**src/rtl/hdr_pkg.sv**
```systemverilog
package hdr_pkg;
    typedef enum logic [0:0] {S_IDLE, S_TRACK} hdr_state_t;
    typedef enum logic [1:0] {D_HOLD, D_UP, D_DOWN} hdr_dir_t;
endpackage

```
**src/rtl/hdr_window.sv**
```systemverilog
module hdr_window #(
    parameter int WIN = 256
) (
    input  logic clk,
    input  logic rst_n,
    input  logic active,
    output logic eval
);
    localparam int CW = $clog2(WIN);
    localparam logic [CW-1:0] LAST = CW'(WIN - 1);

    logic [CW-1:0] cnt;

    always_ff @(posedge clk or negedge rst_n) begin
        if (!rst_n)          cnt <= '0;
        else if (!active)    cnt <= '0;
        else if (cnt == LAST) cnt <= '0;
        else                 cnt <= cnt + 1'b1;
    end

    assign eval = active && (cnt == LAST);

    AST_WIN_RESTART: assert property (@(posedge clk) disable iff (!rst_n)
        !active |=> (cnt == '0));
endmodule

```
**src/rtl/hdr_chan_flt.sv**
```systemverilog
module hdr_chan_flt #(
    parameter int FLT_HITS = 4
) (
    input  logic clk,
    input  logic rst_n,
    input  logic track,
    input  logic eval,
    input  logic clear,
    input  logic open_cand,
    input  logic short_cand,
    output logic open_flt,
    output logic short_flt
);
    localparam int CW = $clog2(FLT_HITS + 1);
    localparam logic [CW-1:0] FINAL = CW'(FLT_HITS - 1);

    logic [CW-1:0] ocnt, scnt;

    always_ff @(posedge clk or negedge rst_n) begin
        if (!rst_n) begin
            ocnt <= '0; scnt <= '0; open_flt <= 1'b0; short_flt <= 1'b0;
        end else if (clear) begin
            ocnt <= '0; scnt <= '0; open_flt <= 1'b0; short_flt <= 1'b0;
        end else if (!track) begin
            ocnt <= '0; scnt <= '0;
        end else if (eval) begin
            if (open_cand) begin
                if (ocnt == FINAL) begin open_flt <= 1'b1; ocnt <= '0; end
                else ocnt <= ocnt + 1'b1;
            end else ocnt <= '0;
            if (short_cand) begin
                if (scnt == FINAL) begin short_flt <= 1'b1; scnt <= '0; end
                else scnt <= scnt + 1'b1;
            end else scnt <= '0;
        end
    end

    AST_FLT_ON_EVAL: assert property (@(posedge clk) disable iff (!rst_n)
        ($rose(open_flt) || $rose(short_flt)) |-> $past(eval && track));
    AST_CLR_WINS: assert property (@(posedge clk) disable iff (!rst_n)
        clear |=> (!open_flt && !short_flt));
endmodule

```
**src/rtl/hdr_ctrl.sv**
```systemverilog
module hdr_ctrl
    import hdr_pkg::*;
#(
    parameter int NCH      = 4,
    parameter int DW       = 8,
    parameter int WIN      = 256,
    parameter int FLT_HITS = 4,
    parameter int INIT_PCT = 88
) (
    input  logic           clk,
    input  logic           rst_n,
    input  logic           run,
    input  logic           pwm_on,
    input  logic [NCH-1:0] grounded,
    input  logic [NCH-1:0] below_lo,
    input  logic [NCH-1:0] above_mid,
    input  logic [NCH-1:0] above_hi,
    input  logic           flt_clr,
    output logic [DW-1:0]  tgt_code,
    output logic [NCH-1:0] sink_en,
    output logic [NCH-1:0] open_flt,
    output logic [NCH-1:0] short_flt,
    output logic           led_fault
);
    localparam logic [DW-1:0] CODE_MAX  = {DW{1'b1}};
    localparam int            INIT_INT  = ((2**DW - 1) * INIT_PCT) / 100;
    localparam logic [DW-1:0] CODE_INIT = DW'(INIT_INT);

    hdr_state_t st, st_nxt;
    hdr_dir_t   dir;
    logic       tracking, eval;

    logic [NCH-1:0] saw_lo, saw_clear, last_lo, last_mid, last_hi;
    logic           any_smp;
    logic [NCH-1:0] mon, stuck_lo, touch, band, open_cand, short_cand;

    // state register
    always_ff @(posedge clk or negedge rst_n) begin
        if (!rst_n) st <= S_IDLE;
        else        st <= st_nxt;
    end

    always_comb begin
        st_nxt = st;
        unique case (st)
            S_IDLE:  if (run)  st_nxt = S_TRACK;
            S_TRACK: if (!run) st_nxt = S_IDLE;
        endcase
    end

    assign tracking = (st == S_TRACK) && run;

    hdr_window #(.WIN(WIN)) u_win (
        .clk(clk), .rst_n(rst_n), .active(tracking), .eval(eval)
    );

    // window sample accumulation
    always_ff @(posedge clk or negedge rst_n) begin
        if (!rst_n) begin
            saw_lo <= '0; saw_clear <= '0; any_smp <= 1'b0;
            last_lo <= '0; last_mid <= '0; last_hi <= '0;
        end else if (!tracking || eval) begin
            saw_lo <= '0; saw_clear <= '0; any_smp <= 1'b0;
        end else if (pwm_on) begin
            saw_lo    <= saw_lo | below_lo;
            saw_clear <= saw_clear | ~below_lo;
            any_smp   <= 1'b1;
            last_lo   <= below_lo;
            last_mid  <= above_mid;
            last_hi   <= above_hi;
        end
    end

    assign mon      = ~grounded & ~open_flt & ~short_flt;
    assign stuck_lo = mon & saw_lo & ~saw_clear;
    assign touch    = mon & saw_lo & saw_clear;
    assign band     = mon & ~last_lo & ~last_mid & {NCH{any_smp}};

    always_comb begin
        if (!any_smp || (mon == '0)) dir = D_HOLD;
        else if (|stuck_lo)          dir = D_UP;
        else if (|touch)             dir = D_HOLD;
        else                         dir = D_DOWN;
    end

    assign open_cand = stuck_lo & {NCH{tgt_code == CODE_MAX}};

    for (genvar c = 0; c < NCH; c++) begin : g_ch
        logic [NCH-1:0] others;
        assign others        = band & ~(NCH'(1) << c);
        assign short_cand[c] = mon[c] & any_smp & last_hi[c] & (|others);

        hdr_chan_flt #(.FLT_HITS(FLT_HITS)) u_flt (
            .clk(clk), .rst_n(rst_n), .track(tracking), .eval(eval),
            .clear(flt_clr), .open_cand(open_cand[c]),
            .short_cand(short_cand[c]),
            .open_flt(open_flt[c]), .short_flt(short_flt[c])
        );
    end

    // output process: target code
    always_ff @(posedge clk or negedge rst_n) begin
        if (!rst_n)             tgt_code <= CODE_INIT;
        else if (!tracking)     tgt_code <= CODE_INIT;
        else if (eval) begin
            unique case (dir)
                D_UP:   if (tgt_code != CODE_MAX) tgt_code <= tgt_code + 1'b1;
                D_DOWN: if (tgt_code != '0)       tgt_code <= tgt_code - 1'b1;
                default: ;
            endcase
        end
    end

    assign sink_en   = mon;
    assign led_fault = |(open_flt | short_flt);

    AST_IDLE_INIT: assert property (@(posedge clk) disable iff (!rst_n)
        !run |=> (tgt_code == CODE_INIT));
    AST_HOLD_BETWEEN: assert property (@(posedge clk) disable iff (!rst_n)
        (tracking && !eval) |=> $stable(tgt_code));
    AST_STEP_ONE: assert property (@(posedge clk) disable iff (!rst_n)
        tracking |=> (tgt_code == $past(tgt_code) ||
                      tgt_code == DW'($past(tgt_code) + 1'b1) ||
                      tgt_code == DW'($past(tgt_code) - 1'b1)));
    AST_NO_FLT_IDLE: assert property (@(posedge clk) disable iff (!rst_n)
        (!run && !flt_clr) |=> $stable(open_flt | short_flt));
endmodule

```
**config.mk**
```make
export PLATFORM = sky130hd
export DESIGN_NAME = hdr_ctrl
export DESIGN_NICKNAME = d
export VERILOG_FILES = /design/src/rtl/hdr_pkg.sv /design/src/rtl/hdr_window.sv /design/src/rtl/hdr_chan_flt.sv /design/src/rtl/hdr_ctrl.sv
export SDC_FILE = /design/constraint.sdc
export NUM_CORES = 1
export LEC_CHECK = 0
export BUFFER_PORTS_ARGS = -buffer_cell sky130_fd_sc_hd__buf_2
export CAP_MARGIN = 20
export CORE_AREA = 2 2 107 109
export DETAILED_ROUTE_END_ITERATION = 16
export DIE_AREA = 0 0 109 111
export PLACE_DENSITY = 0.51
export SETUP_SLACK_MARGIN = 0.02
export SYNTH_ARGS = -nofsm -noshare
export SYNTH_HDL_FRONTEND = slang
export SYNTH_SLANG_ARGS = --single-unit
```
**constraint.sdc**
```tcl
create_clock -name clk -period 7.1 [get_ports clk]
set_clock_uncertainty 0.1 [all_clocks]
set_input_delay 1.42 -clock clk [delete_from_list [all_inputs] [get_ports clk]]
set_output_delay 1.42 -clock clk [all_outputs]
set_load 0.02 [all_outputs]
```
==> flow_summary.toml <==
[outcome]
status = "completed"

[global_routing]
grt_antenna_before_repair = 0
grt_pass1_wl_um = 14100
grt_max_degree = 71
grt_overflow_total = 0
grt_pass1_vias = 2743
grt_usage = 0.152

[timing]
tightest_slew_ns = 1.01
report.final.setup_viol = 0
drv_slew = 0
max_slew_margin = 0.324
finalHoldViolations = 0
fin_ws_ns = 2.99
fin_crit_ns = 4.11
rsz0062_at_grt = "false"
fmax_mhz = 243
period_share = 0.579
tns_ns = 0
fin_hold_ws_ns = 0.384

[critical_path]
cpMostUsedCell = "ha_1"
required_ns = 7.26
ff2ff_setup_slack_ns = 3.67
cpPeakStageDelay_ns = 0.35
start_kind = "input pin"
path_cells = "buf_2, nor3_2, nand2_1, nor2_1, nor4_1, and3_1, ha_1, ha_1, a21oi_1, nand4b_1, a211o_1, a31oi_1, mux2i_1"
path_class = "in2reg"
crit_arrival_ns = 4.26
cpMaxStageDelayCell = "ha_1"
end_kind = "flip-flop"
critPathMaxFanout = 12

[drt]
dr_total_vias = 2804
drc = 0
post_drt_wl_per_cell_um = 16.0
dr.first_iter.drc_count = 153
wl_um = 8720
drt_first_pass_iters = 4
ant_nets = 0
avgViaCountPerCell = 5.14

[power]
power_density_nw_per_um2 = 232
p_leak_nw = 2.08
ir_worst_vdd_uv = 104

[synthesis]
ys_seq_area_frac = 0.473
synth_area_leader_cell = "dfrtp_1"
ys_ff_latch = 70
synthTopCellsByArea = "dfrtp_1 45%, ha_1 5.7%, nor2_1 4.2%"
synth_nets = 402
synth_cell_types = 55
ys_warn_count = 0
synth_area_sq_um = 3710
synthCells = 363
synth_edf_count = 0
synth_ff_type = "dfrtp_1"
avgSynthCellArea_sq_um = 10.2
async_flop_share = 1.00
synth_top_area_frac = 0.451

[hold_path]
hold_class = "reg2reg"

[floorplan]
pin_count = 42
core_area_sq_um = 11100
start_util = 0.335
placement_rows = 39
die_x_um = 109
die_y_um = 111
fp.dieArea_sq_um = 12100

[place]
port_buffers = 41
dp_slack_ns = 2.70
routabilityCongestion = 0.809
dp_cells = 529
place_hpwl_um = 6290

[finish]
nets = 436
diodes = 0
area_growth_pct = 16.7
layout-drive-gt1-share = 0.219
fin_util = 0.391
stdcell_count = 545
n_fill_cell = 1114

[clock_network]
cts_buffers = 9
clock_path_buffers = 2
clkLatencyLatePin_ns = 0.33
ctsRootBufferMaster = "clkbuf_16"
ctsResizeCount = 0
cts_sinks = 70
clk_pin_slew_ns = 0.06
cts_tree = "yes"
cts.htree.levels = 3
cts_hold_buf = 0
postCtsSetupRepairBufs = 0

[flow_run]
cap_violations = 0
worst paths after layout:
check / cells past startpoint / start / endpoint
max in group asynchronous: 2 / rst_n / g_ch[2].u_flt.ocnt[1]$_DFFE_PN0P_
worst max register to register: 12 / g_ch[3].u_flt.open_flt$_DFFE_PN0P_ / tgt_code[7]$_DFFE_PN1P_
worst min register to register: 2 / last_lo[0]$_DFFE_PN0P_ / last_lo[0]$_DFFE_PN0P_
worst max-delay path: 13 / grounded[3] / tgt_code[7]$_DFFE_PN1P_
min in group asynchronous: 2 / rst_n / g_ch[1].u_flt.scnt[0]$_DFFE_PN0P_
worst min-delay path: 2 / last_lo[0]$_DFFE_PN0P_ / last_lo[0]$_DFFE_PN0P_
stage by stage:
stage / total power (W) / instance area, sq um
floorplan: 0.000468 / 3710
global placement: 0.000497 / 4000
detailed placement: 0.000498 / 4000
CTS: 0.00102 / 4340
global route: 0.00105 / 4340
finish: 0.00101 / 4340
layout make-up:
type                            count  area [sq um]  share of cell area
Clock buffer                       11           233              0.0537
Clock inverter                      5           108              0.0248
Inverter                           11          41.3             0.00952
Sequential cell                    70          1760               0.405
Timing Repair Buffer               42           213              0.0491
Tap cell                          143           179              0.0413
Multi-Input combinational cell    263          1810               0.417
placed cells by master (no fill, tap or decap), drive strengths merged, types with 2 or more instances in the layout:
| cell type | count |
|---|---|
| a21o | 2 |
| a21oi | 19 |
| a22o | 4 |
| a31oi | 9 |
| and2 | 2 |
| and3 | 12 |
| and3b | 3 |
| buf | 42 |
| bufinv | 3 |
| clkbuf | 11 |
| clkinv | 2 |
| dfrtp | 67 |
| dfstp | 3 |
| ha | 17 |
| inv | 11 |
| mux2 | 10 |
| mux2i | 5 |
| nand2 | 29 |
| nand3 | 13 |
| nand3b | 5 |
| nand4 | 5 |
| nor2 | 42 |
| nor2b | 7 |
| nor3 | 15 |
| nor3b | 2 |
| nor4 | 7 |
| o21a | 8 |
| o21ai | 9 |
| o21bai | 2 |
| o311ai | 2 |
| o31a | 2 |
| o41ai | 6 |
| or2 | 2 |
| xnor2 | 4 |
| xor2 | 8 |
critical path: cells and delay by family:
kind	cells	cell delay (ns)
buffers and inverters	1	0.10
adder cells (fa/ha/maj)	2	0.70
AO/OA/AOI/OAI	3	0.62
multiplexers	1	0.21
AND/OR/NAND/NOR	6	1.21
synthesized netlist by cell type (all sizes together) (3+ instances only):
library cell,instances
o41ai,6
a31oi,9
xor2,8
mux2i,5
nand3,13
and3b,3
nor3,15
nand2,29
nand4,5
nor2b,7
a21oi,19
inv,11
mux2,10
and3,12
clkbuf,5
nor2,42
o21ai,9
o21a,8
nor4,7
buf,14
dfstp,3
dfrtp,67
nand3b,5
a22o,4
ha,17
xnor2,4
flip-flops by register name, summed over array words and instances, names as in the netlist:
signal                flops
saw_clear                 4
last_mid                  4
g_ch.u_flt.scnt          12
tgt_code                  8
g_ch.u_flt.open_flt       4
g_ch.u_flt.ocnt          12
st                        1
saw_lo                    4
last_hi                   4
g_ch.u_flt.short_flt      4
any_smp                   1
u_win.cnt                 8
last_lo                   4
report_power, final:
| group | internal (W) | leakage (nW) | total (W) | switching, W |
|---|---|---|---|---|
| clock | 0.000345 | 0.164 | 0.000516 | 0.000171 |
| combinational | 0.0000244 | 0.973 | 0.0000650 | 0.0000406 |
| sequential | 0.000414 | 0.938 | 0.000424 | 0.0000101 |
| total | 0.000783 | 2.08 | 0.00101 | 0.000222 |
logic make-up after synthesis:
kind of cell	Yosys count	share of synthesized area
compound gates	69	0.129
xor+xnor	12	0.0283
fa+ha+maj	18	0.0626
buf+inv	30	0.0418
flops	70	0.473
mux	15	0.0438
simple gates	149	0.222
layer usage:
metal | GRT usage | wire length (um) | vias to the layer above
met5 | 0 | 0 | -
met4 | 0.0521 | 33 | 0
met3 | 0.0417 | 435 | 2
met2 | 0.224 | 4040 | 54
met1 | 0.214 | 4210 | 1373
li1 | - | - | 1375
Note: power is estimated with default switching activity, not from simulation.
